==> config.mk <==
export PLATFORM = sky130hd
export DESIGN_NAME = pfc_startup_seq
export DESIGN_NICKNAME = d
export VERILOG_FILES = /design/src/rtl/pfc_seq_pkg.sv /design/src/rtl/pfc_seq_ctrl.sv /design/src/rtl/pfc_seq_dp.sv /design/src/rtl/pfc_startup_seq.sv
export SDC_FILE = /design/constraint.sdc
export NUM_CORES = 1
export LEC_CHECK = 0
export ABC_CLOCK_PERIOD_IN_PS = 3000
export BUFFER_PORTS_ARGS = -buffer_cell sky130_fd_sc_hd__buf_2
export CAP_MARGIN = 5
export CORE_ASPECT_RATIO = 0.6
export CORE_MARGIN = 1.5
export CORE_UTILIZATION = 47
export DETAILED_ROUTE_END_ITERATION = 8
export GPL_ROUTABILITY_DRIVEN = 0
export PLACE_DENSITY = 0.7
export SETUP_SLACK_MARGIN = 0.2
export SLEW_MARGIN = 20
export SYNTH_ARGS = -nofsm -noshare
export SYNTH_HDL_FRONTEND = slang
export SYNTH_HIERARCHICAL = 1
export SYNTH_SLANG_ARGS = --single-unit
==> constraint.sdc <==
create_clock -name clk -period 3 [get_ports clk]
set_input_delay 0.15 -clock clk [delete_from_list [all_inputs] [get_ports clk]]
set_output_delay 0.15 -clock clk [all_outputs]
set_load 0.005 [all_outputs]
==> src/rtl/pfc_seq_pkg.sv <==
package pfc_seq_pkg;

  typedef enum logic [2:0] {
    ST_PRECHG,
    ST_SETTLE,
    ST_RAMP,
    ST_RUN,
    ST_FAULT
  } seqState_t;

  // strobes from control to datapath
  typedef struct packed {
    logic tmrClr;
    logic tmrInc;
    logic refSeed;
    logic refStep;
    logic refClr;
    logic burstArm;
  } dpCmd_t;

  // compare results from datapath to control
  typedef struct packed {
    logic busAboveRelay;
    logic overVolt;
    logic overCurr;
    logic refAtTarget;
  } dpFlags_t;

endpackage

==> src/rtl/pfc_seq_ctrl.sv <==
module pfc_seq_ctrl
  import pfc_seq_pkg::*;
#(
  parameter int SETTLE_MS = 100,
  parameter int PRE_MS    = 1000,
  parameter int TMR_W     = 10
) (
  input  logic              clk,
  input  logic              rstN,
  input  logic              msTick,
  input  dpFlags_t          flags,
  input  logic [TMR_W-1:0]  tmrCnt,
  output dpCmd_t            cmd,
  output seqState_t         state
);

  localparam logic [TMR_W-1:0] SETTLE_LAST = TMR_W'(SETTLE_MS - 1);
  localparam logic [TMR_W-1:0] PRE_LAST    = TMR_W'(PRE_MS - 1);

  seqState_t nxtState;

  always_comb begin
    nxtState = state;
    cmd      = '0;
    unique case (state)
      ST_PRECHG: begin
        cmd.tmrInc = msTick;
        cmd.refClr = 1'b1;
        if (flags.overCurr) begin
          nxtState = ST_FAULT;
        end else if (flags.busAboveRelay) begin
          nxtState   = ST_SETTLE;
          cmd.tmrClr = 1'b1;
        end else if (msTick && tmrCnt == PRE_LAST) begin
          nxtState = ST_FAULT;
        end
      end
      ST_SETTLE: begin
        cmd.tmrInc = msTick;
        if (flags.overCurr || flags.overVolt) begin
          nxtState = ST_FAULT;
        end else if (msTick && tmrCnt == SETTLE_LAST) begin
          nxtState    = ST_RAMP;
          cmd.refSeed = 1'b1;
        end
      end
      ST_RAMP: begin
        cmd.refStep = msTick;
        if (flags.overCurr || flags.overVolt) begin
          nxtState = ST_FAULT;
        end else if (flags.refAtTarget) begin
          nxtState = ST_RUN;
        end
      end
      ST_RUN: begin
        cmd.burstArm = 1'b1;
        if (flags.overCurr || flags.overVolt) nxtState = ST_FAULT;
      end
      ST_FAULT: begin
        nxtState = ST_FAULT;
      end
      default: nxtState = ST_FAULT;
    endcase
    if (nxtState == ST_FAULT) begin
      cmd        = '0;
      cmd.refClr = 1'b1;
    end
  end

  always_ff @(posedge clk or negedge rstN) begin
    if (!rstN) state <= ST_PRECHG;
    else       state <= nxtState;
  end

endmodule

==> src/rtl/pfc_seq_dp.sv <==
module pfc_seq_dp
  import pfc_seq_pkg::*;
#(
  parameter int V_W        = 10,
  parameter int I_W        = 8,
  parameter int TMR_W      = 10,
  parameter int RELAY_ON_V = 100,
  parameter int TARGET_V   = 385,
  parameter int OVP_V      = 420,
  parameter int BURST_LO_V = 375,
  parameter int BURST_HI_V = 385,
  parameter int OCP_LIM    = 120,
  parameter int RAMP_STEP  = 5
) (
  input  logic             clk,
  input  logic             rstN,
  input  logic [V_W-1:0]   busVolt,
  input  logic [I_W-1:0]   inCurr,
  input  logic             burstEn,
  input  dpCmd_t           cmd,
  output dpFlags_t         flags,
  output logic [TMR_W-1:0] tmrCnt,
  output logic [V_W-1:0]   vRef,
  output logic             burstOk
);

  localparam logic [V_W-1:0] TARGET   = V_W'(TARGET_V);
  localparam logic [V_W:0]   TARGET_X = (V_W+1)'(TARGET_V);
  localparam logic [V_W:0]   STEP_X   = (V_W+1)'(RAMP_STEP);
  localparam logic [TMR_W-1:0] TMR_MAX = '1;

  logic [V_W:0]   stepSum;
  logic [V_W-1:0] stepNext;
  logic [V_W-1:0] seedVal;

  always_comb begin
    stepSum  = {1'b0, vRef} + STEP_X;
    stepNext = (stepSum >= TARGET_X) ? TARGET : stepSum[V_W-1:0];
    seedVal  = (busVolt > TARGET) ? TARGET : busVolt;
  end

  always_comb begin
    flags.busAboveRelay = busVolt > V_W'(RELAY_ON_V);
    flags.overVolt      = busVolt > V_W'(OVP_V);
    flags.overCurr      = inCurr > I_W'(OCP_LIM);
    flags.refAtTarget   = vRef == TARGET;
  end

  always_ff @(posedge clk or negedge rstN) begin
    if (!rstN)                         tmrCnt <= '0;
    else if (cmd.tmrClr)               tmrCnt <= '0;
    else if (cmd.tmrInc && tmrCnt != TMR_MAX) tmrCnt <= tmrCnt + 1'b1;
  end

  always_ff @(posedge clk or negedge rstN) begin
    if (!rstN)            vRef <= '0;
    else if (cmd.refClr)  vRef <= '0;
    else if (cmd.refSeed) vRef <= seedVal;
    else if (cmd.refStep) vRef <= stepNext;
  end

  always_ff @(posedge clk or negedge rstN) begin
    if (!rstN)                          burstOk <= 1'b1;
    else if (!cmd.burstArm || !burstEn) burstOk <= 1'b1;
    else if (busVolt >= V_W'(BURST_HI_V)) burstOk <= 1'b0;
    else if (busVolt <= V_W'(BURST_LO_V)) burstOk <= 1'b1;
  end

endmodule

==> src/rtl/pfc_startup_seq.sv <==
module pfc_startup_seq
  import pfc_seq_pkg::*;
#(
  parameter int V_W        = 10,
  parameter int I_W        = 8,
  parameter int RELAY_ON_V = 100,
  parameter int TARGET_V   = 385,
  parameter int OVP_V      = 420,
  parameter int BURST_LO_V = 375,
  parameter int BURST_HI_V = 385,
  parameter int OCP_LIM    = 120,
  parameter int RAMP_STEP  = 5,
  parameter int SETTLE_MS  = 100,
  parameter int PRE_MS     = 1000
) (
  input  logic           clk,
  input  logic           rstN,
  input  logic           msTick,
  input  logic [V_W-1:0] busVolt,
  input  logic [I_W-1:0] inCurr,
  input  logic           burstEn,
  output logic           relayOn,
  output logic           pwmEn,
  output logic [V_W-1:0] vRef,
  output logic           runStat,
  output logic           faultStat,
  output logic           burstGate
);

  localparam int TMR_MAXV = (PRE_MS > SETTLE_MS) ? PRE_MS : SETTLE_MS;
  localparam int TMR_W    = $clog2(TMR_MAXV + 1);

  dpCmd_t           cmd;
  dpFlags_t         flags;
  seqState_t        state;
  logic [TMR_W-1:0] tmrCnt;
  logic             burstOk;

  pfc_seq_ctrl #(
    .SETTLE_MS(SETTLE_MS), .PRE_MS(PRE_MS), .TMR_W(TMR_W)
  ) ctrl_i (
    .clk(clk), .rstN(rstN), .msTick(msTick), .flags(flags),
    .tmrCnt(tmrCnt), .cmd(cmd), .state(state)
  );

  pfc_seq_dp #(
    .V_W(V_W), .I_W(I_W), .TMR_W(TMR_W), .RELAY_ON_V(RELAY_ON_V),
    .TARGET_V(TARGET_V), .OVP_V(OVP_V), .BURST_LO_V(BURST_LO_V),
    .BURST_HI_V(BURST_HI_V), .OCP_LIM(OCP_LIM), .RAMP_STEP(RAMP_STEP)
  ) dp_i (
    .clk(clk), .rstN(rstN), .busVolt(busVolt), .inCurr(inCurr),
    .burstEn(burstEn), .cmd(cmd), .flags(flags), .tmrCnt(tmrCnt),
    .vRef(vRef), .burstOk(burstOk)
  );

  always_comb begin
    relayOn   = (state == ST_SETTLE) || (state == ST_RAMP) || (state == ST_RUN);
    pwmEn     = (state == ST_RAMP) || ((state == ST_RUN) && burstOk);
    runStat   = state == ST_RUN;
    faultStat = state == ST_FAULT;
    burstGate = burstOk;
  end

endmodule

* After elaboration in Yosys (flattened, before gate mapping)
Cells that the tools add are included.
** Storage, ports and cells
- Output and inout port bits :: 15
- Bits in registers :: 24
- Bits of input ports :: 22
- ROM bits :: 0
- Memories :: 0
- Bits in latches :: 0
- Word-level logic and storage cells :: 68
- RAM bits :: 0
** Operators by class
- Bitwise gates (word level) :: 0
- $lt $le $gt $ge :: 7
- $mul :: 0
- Divide/modulo/power cells :: 0
- Add/sub/neg operators :: 2
- Eq/ne operators :: 9
- Shift-type cells :: 0
- Mux-type cells :: 30
- Reductions and logical operators :: 16
** Operator list (number)
- 10-bit two-way mux :: 7
- 3-bit two-way mux :: 8
- 10-bit by 9-bit > comparator with 1-bit output (second input constant) :: 2
- 1-bit two-way mux :: 13
- 3-bit case mux with 4 select lines :: 1
- 10-bit by 3-bit adder with 11-bit output (second input constant) :: 1
- 11-bit by 9-bit >= comparator with 1-bit output (second input constant) :: 1
- 10-bit by 1-bit adder with 10-bit output (second input constant) :: 1
- 10-bit == test (second input constant) :: 1
- 10-bit by 7-bit == test with 1-bit output (second input constant) :: 1
- 10-bit by 9-bit == test with 1-bit output (second input constant) :: 1
- 10-bit by 9-bit >= comparator with 1-bit output (second input constant) :: 1
- 10-bit by 7-bit > comparator with 1-bit output (second input constant) :: 1
- 10-bit by 9-bit less-or-equal comparator with 1-bit output (second input constant) :: 1
- 10-bit inequality test (second input constant) :: 1
- 8-bit by 7-bit > comparator with 1-bit output (second input constant) :: 1
- 3-bit by 2-bit == test with 1-bit output (second input constant) :: 2
- 3-bit == test (second input constant) :: 2
- 6-bit two-way mux :: 1
- 3-bit nonzero test :: 2
- 1-bit logical OR :: 5
- 1-bit logical AND :: 4
- 3-bit by 1-bit == test with 1-bit output (second input constant) :: 1
- 3-bit zero test :: 1
- other kinds (3) :: 4

* Logic depth before layout (Yosys ltp)
Gate-level depths: netlist of run 1.
- Depth after elaboration :: 11
- Mapped depth :: 14

* Modules after synthesis
The synthesis of run 1 kept the hierarchy.
** Modules (own cells, without submodules)
- pfc_seq_dp :: area each 1529.0 µm², instances 1, cells an instance 174
- pfc_seq_ctrl :: area each 266.5 µm², instances 1, cells an instance 33
- pfc_startup_seq :: area each 42.5 µm², instances 1, cells an instance 6

* Worst setup path before layout of run 1
Ideal clock, no wire load.
- Kind :: input to register
- Start point :: input busVolt[0]
- End point :: register dp_i.vRef[3]
- Library setup time :: 69 ps
- Path slack :: 290 ps
- Data arrival time :: 2641 ps
- Cell stages on the path :: 12
- Cell sequence :: nor2_1 nand2_1 a211oi_1 o21ai_0 a31o_2 o21ai_0 o311ai_0 nor4_1 clkinv_1 nor4_1 o211ai_1 nand3_1
** RTL lines
- from (decl) :: RTL line pfc_startup_seq.sv:19 : input logic [V_W-1:0] busVolt,
- to (signal assigned) :: RTL line pfc_seq_dp.sv:58 : else if (cmd.refSeed) vRef <= seedVal;
- to (signal assigned) :: RTL line pfc_seq_dp.sv:59 : else if (cmd.refStep) vRef <= stepNext;
- to (decl) :: RTL line pfc_seq_dp.sv:23 : output logic [V_W-1:0] vRef,

==> results of run 1 <==
==> layout by cell type, fill, tap and decap left out, types with 3 or more instances in the layout <==
cell type / instances
o211ai_1: 6
clkbuf_8: 3
nand2_1: 18
nand4b_1: 4
inv_1: 10
buf_4: 5
nor4_1: 9
and3_1: 6
nor2_1: 26
xor2_1: 7
a21oi_1: 8
dfrtp_1: 23
o21ai_0: 7
nand3b_1: 4
or3_1: 3
nor3_1: 8
nand3_1: 9
ha_1: 4
buf_2: 36
nand4_1: 4
==> flip-flops by register name (all words and copies together), names as in the netlist <==
| signal | flops |
|---|---|
| dp_i/tmrCnt | 10 |
| dp_i/burstOk | 1 |
| dp_i/vRef | 10 |
| ctrl_i/state | 3 |
==> repair_timing <==
item	CTS	global route
hold buffers	1	0
endpoints found under the hold margin	23	0
gates resized for setup	0	2
endpoints found under the setup margin	0	4
==> synthesized netlist by cell type, types with 2 or more instances <==
master,number,area (um2)
nand3b_1,4,30.0
o22a_1,2,17.5
nor3_1,9,45.0
o21ai_0,7,35.0
nand4_1,4,25.0
xor2_1,7,61.3
nor4_1,9,56.3
buf_1,2,7.51
o311ai_0,2,17.5
dfrtp_1,23,576
nand4b_1,4,35.0
o21a_1,2,15.0
and3_2,2,15.0
a211oi_1,2,15.0
and3_1,6,37.5
ha_1,4,50.1
o211ai_1,6,45.0
or3_1,3,18.8
nor2_1,26,97.6
buf_6,2,22.5
xnor2_1,2,17.5
a41oi_1,2,17.5
inv_1,10,37.5
a21oi_1,8,40.0
nand3_1,9,45.0
nand2_1,18,67.6
a32oi_1,2,17.5
==> stage by stage <==
stage               setup slack [ns]   util
global route                   0.256  0.582
finish                         0.450  0.582
CTS                            0.325  0.580
floorplan                      0.290      -
global placement               0.144  0.558
detailed placement             0.132  0.558
==> report_power, final <==
group	total [mW]	switching (mW)	internal, mW
Clock	0.285	0.106	0.178
Sequential	0.333	0.00553	0.328
Combinational	0.0479	0.0275	0.0205
Total	0.666	0.139	0.527
==> area by class of cell <==
class                      count  area (um2)
clock buffer                   3        41.3
clock inverter                 1        30.0
fill                         350        1550
inverter                      11        41.3
multi-input combinational    171        1150
sequential                    24         602
tap                           47        58.8
timing repair buffer          42         228
==> worst max-delay path by stage <==
stage / start / end / cells after the start
after floorplan: busVolt[0] / dp_i/vRef[3]$_DFFE_PN0P_ / 12
after global placement: busVolt[0] / dp_i/vRef[3]$_DFFE_PN0P_ / 13
after detailed placement: busVolt[0] / dp_i/vRef[3]$_DFFE_PN0P_ / 13
after CTS: busVolt[0] / dp_i/vRef[3]$_DFFE_PN0P_ / 13
after global routing: busVolt[0] / dp_i/vRef[0]$_DFFE_PN0P_ / 15
final: busVolt[0] / dp_i/vRef[2]$_DFFE_PN0P_ / 13
==> cell families (layout without fill, tap and decap cells) <==
group	Yosys count	in the layout	share of synthesized area
DFF	24	24	0.327
xor gates and xnor gates	9	9	0.0429
buffers and inverters	18	57	0.0483
and+or+nand+nor	108	108	0.336
muxes	2	2	0.0129
AOI/OAI and AO/OA	48	48	0.205
adders and majority gates	4	4	0.0272
==> per-layer routing <==
layer / GRT usage / up-vias / wire length (um)
met5: 0 / - / 0
met2: 0.298 / 74 / 1700
met3: 0.0549 / 4 / 365
met1: 0.382 / 830 / 2580
met4: 0.0437 / 0 / 21
li1: - / 877 / -
==> worst register-to-register path: cells and delay by family, from the launching register on <==
| family | cells | cell delay (ns) |
|---|---|---|
| AOI/OAI and AO/OA | 2 | 0.58 |
| and+or+nand+nor | 3 | 0.82 |
| adders and majority gates | 1 | 0.32 |
| buffers and inverters | 1 | 0.14 |
| DFF | 1 | 0.50 |
==> impl_metrics.yaml, run 1 <==
run_status:
  outcome: "complete, no violations"
finish:
  fin_cells: 299
  nets: 279
  stdcell_area_mm2: 0.00215
  syn2layout_area_growth_pct: 17.2
  antenna_cells: 0
  drive_above_1_share: 0.270
floorplanning:
  core_mm2: 0.00370
  io_pins: 37
  die_h_um: 51.4
  die_x_um: 83.7
  num_rows: 17
  die_area_mm2: 0.00431
  start_util: 0.497
sta:
  setup_tns_ns: 0
  slew_headroom: 0.591
  holdWs_ns: 0.0837
  post-route-min-period_ns: 2.55
  rsz0062_at_grt: "no"
  drv_slew: 0
  setup_viol: 0
  worst_pin_slew_ns: 0.605
  fin_crit_sh: 0.850
  fin_skew_ns: 0.00473
  hold_viol: 0
  max_freq_mhz: 392
global_routing:
  grt_use_total: 0.233
  grt_pass1_wl_um: 7810
  antenna_found_initial: 0
  first_global_vias: 1542
  grt_max_degree: 25
  overflow: 0
synth:
  seq_area_frac_synth: 0.327
  synthArstFlopShare: 1.00
  synth_nets: 239
  ys_ff_latch: 24
  synth_edf_count: 0
  yosysWarningCount: 6
  synth_cell_types: 63
  synth.avg_cell_area_um2: 8.63
  synth_flop_cell: "dfrtp_1"
  synth_area_mm2: 0.00184
  syn_inst: 213
setup_path:
  critPathLaunchType: "input pin"
  ff2ff_setup_slack_ns: 0.56
  cp.arrival_ns: 2.73
  path_cells: "buf_2 > nor2_1 > nand2_1 > a211oi_1 > o21ai_0 > a31o_2 > o21ai_0 > o311ai_0 > nor4_1 > buf_4 > nor2_1 > nand4b_1 > a221oi_2"
  cp_top_family: "compound AO/OA/AOI/OAI gates"
  crit_fanout: 5
  crit_buf_inv: 2
  r2r.worst_path.cells: 7
  critical_path_required_ns: 3.18
  critPathSlowestCell: "nor4_1"
  slowest_delay_ns: 0.47
  reg2reg_from: "dp_i/vRef[0]$_DFFE_PN0P_"
  critPathCaptureType: "flip-flop"
  path_class: "in -> reg"
  r2r_end: "dp_i/vRef[2]$_DFFE_PN0P_"
route:
  vias: 1785
  drt_iter0_markers: 92
  wl_per_cell_um: 15.6
  drc_errors: 0
  via_per_inst: 5.97
  drt-pass1-iter-count: 4
  drt-total-wl_um: 4670
  ant_nets: 0
clock_network:
  clkTransAtPathRegs_ns: 0.09
  cts_tree: "yes"
  cts-root-buf: "clkbuf_8"
  clockBufferDepth: 2
  cts_buffers: 3
  clock_latency_ns: 0.27
  cts_setup_buffers: 0
  cts_sinks: 24
  htreeDepth: 1
placed_design:
  hpwlAfterDp_um: 3540
  portBuffers: 36
  dpl_cell_area_mm2: 0.00207
  dp.cells: 294
power_and_ir_drop:
  ir_drop_uv: 166
  leakage_nw: 0.996
  power.total_mw: 0.666
  power_density_mw_per_mm2: 309
run:
  maxCapViolCount: 0
hold_path:
  min_path_cells: 2
  hold_path_class: "in -> reg"
  hold-path-endpoint: "dp_i/burstOk$_DFFE_PN1P_"
  min_from: "burstEn"
No activity file was read; power rests on OpenSTA's default activity.
==> inputs of run 2 (changes only) <==
Settings changed: ABC_CLOCK_PERIOD_IN_PS 3000 to 2100, PLACE_DENSITY 0.7 to 0.73.
Clock period 3 ns to 2.1 ns, I/O delays scaled along.
==> run 2 against run 1 <==
The flow now finishes with violations (setup timing). Via count increased by 18%. Routed wire length increased by 29%. Sequential share of layout area decreased by 5.9 points. Worst setup slack got worse by 0.49 ns. Sequential power increased by 43%. Critical path depth decreased by 5. Count of clock-buffer cells in the layout increased by 1. Final area increased by 27%. Worst hold slack got worse by 0.023 ns. Critical path type is now reg -> reg. Critical endpoint is now dp_i/vRef[5]$_DFFE_PN0P_. Largest cell class unchanged. Highest routed layer unchanged.
==> impl_metrics.yaml, run 2 (same netlist as run 1, synthesis figures left out) <==
run_status:
  outcome: "complete, but fails checks"
  violations: "setup timing"
floorplanning:
  core_mm2: 0.00370
  start_util: 0.497
  num_rows: 17
  die_h_um: 51.4
  die_area_mm2: 0.00431
  die_x_um: 83.7
  io_pins: 37
sta:
  setup_viol: 3
  holdWs_ns: 0.0609
  slew_headroom: 0.603
  rsz0062_at_grt: "yes"
  post-route-min-period_ns: 2.14
  finalWorstSetupSlack_ns: -0.0388
  fin_crit_sh: 1.02
  hold_viol: 0
  drv_slew: 0
  fin_skew_ns: 0.00437
  worst_pin_slew_ns: 0.594
  max_freq_mhz: 468
finish:
  antenna_cells: 0
  reg_top3: "dp_i/tmrCnt x10, dp_i/vRef x10, ctrl_i/state x3"
  fin_util: 0.739
  layout_commonest_cell: "buf_4"
  drive_above_1_share: 0.470
  nets: 329
  layout_common_cells: "buf_4, buf_2, dfrtp_1, nor2_1, nand2_1"
  syn2layout_area_growth_pct: 48.8
power_and_ir_drop:
  power_density_mw_per_mm2: 316
  ir_drop_uv: 377
  leakage_nw: 1.27
  power.total_mw: 0.865
setup_path:
  crit_fanout: 6
  cp.arrival_ns: 2.29
  reg2reg_from: "dp_i/tmrCnt[2]$_DFFE_PN0P_"
  critPathLaunchType: "flip-flop"
  critPathCaptureType: "flip-flop"
  startpoint: "dp_i/tmrCnt[2]$_DFFE_PN0P_"
  critical_path_required_ns: 2.25
  path_class: "reg -> reg"
  r2r.worst_path.cells: 8
global_routing:
  grt_max_degree: 25
  overflow: 0
  grt_use_total: 0.284
  grt_pass1_wl_um: 9430
  first_global_vias: 1903
  antenna_found_initial: 0
route:
  drt-total-wl_um: 6030
  drc_errors: 0
  drt-pass1-iter-count: 5
  drt_iter0_markers: 269
  via_per_inst: 6.06
  vias: 2114
  ant_nets: 0
  wl_per_cell_um: 17.3
clock_network:
  cts-root-buf: "clkbuf_8"
  cts_tree: "yes"
  clockBufferDepth: 2
  htreeDepth: 1
  clock_latency_ns: 0.27
  cts_sinks: 24
  clkTransAtPathRegs_ns: 0.08
  cts_buffers: 3
placed_design:
  portBuffers: 36
  hpwlAfterDp_um: 3960
hold_path:
  min_path_cells: 2
  min_from: "burstEn"
  hold_path_class: "in -> reg"
run:
  maxCapViolCount: 0
[run 2: cell count changes in the layout (fill, tap and decap cells not counted), sizes merged]
cell and change:
clkinv +1, inv -1, clkbuf +1, buf +50, bufinv -1
[run 2: repair_timing]
item,in CTS,in global routing
endpoints found under the hold margin,23,0
hold buffers,1,0
pin swaps,13,7
setup buffers,15,5
gates resized for setup,17,18
endpoints found under the setup margin,15,20
[run 2: final timing paths]
kind,end,slack (ns)
setup / recovery,dp_i/vRef[5]$_DFFE_PN0P_,-0.04
hold / removal,dp_i/burstOk$_DFFE_PN1P_,0.06
setup reg to reg,dp_i/vRef[5]$_DFFE_PN0P_,-0.04
hold reg to reg,dp_i/tmrCnt[1]$_DFFE_PN0P_,0.59
max in group asynchronous,ctrl_i/state[1]$_DFF_PN0_,1.34
min in group asynchronous,dp_i/vRef[7]$_DFFE_PN0P_,0.36
[run 2: per-stage QoR]
| stage | setup slack (ns) | instances | cell area [um2] | setup TNS, ns |
|---|---|---|---|---|
| 4_1_cts | 0.0284 | 344 | 2610 | 0 |
| 5_1_grt | -0.197 | 349 | 2740 | -1.38 |
| 3_5_place_dp | -0.325 | 324 | 2370 | -3.25 |
| 3_3_place_gp | -0.268 | 324 | 2370 | -1.97 |
| 2_1_floorplan | -0.168 | 213 | 1910 | -0.543 |
| 6_report | -0.0388 | 349 | 2740 | -0.0844 |
[run 2: worst max-delay path, stage by stage, from the launching register on]
cell	delay (ns)
dfrtp_1	0.39
or4_4	0.56
nor4_2	0.23
buf_4	0.21
or2_4	0.19
buf_6	0.11
nor4_2	0.04
o211ai_1	0.21
nand2_1	0.09
[run 2: per-layer routing]
metal,share of wire,track usage
met4,0.023,0.0820
met2,0.41,0.429
met3,0.098,0.0598
met1,0.47,0.412
met5,0,0
[run 2: area by class of cell]
| class | count | area [um2] |
|---|---|---|
| Fill cell | 266 | 966 |
| Clock buffer | 4 | 45.0 |
| Tap cell | 47 | 58.8 |
| Sequential cell | 24 | 603 |
| Inverter | 11 | 42.5 |
| Multi-Input combinational cell | 171 | 1340 |
| Timing Repair Buffer | 92 | 643 |
[run 2: power by group]
part           switching [mW]  internal, mW
Sequential            0.00768         0.468
Combinational          0.0541        0.0542
Clock                   0.145         0.136
Total                   0.207         0.658
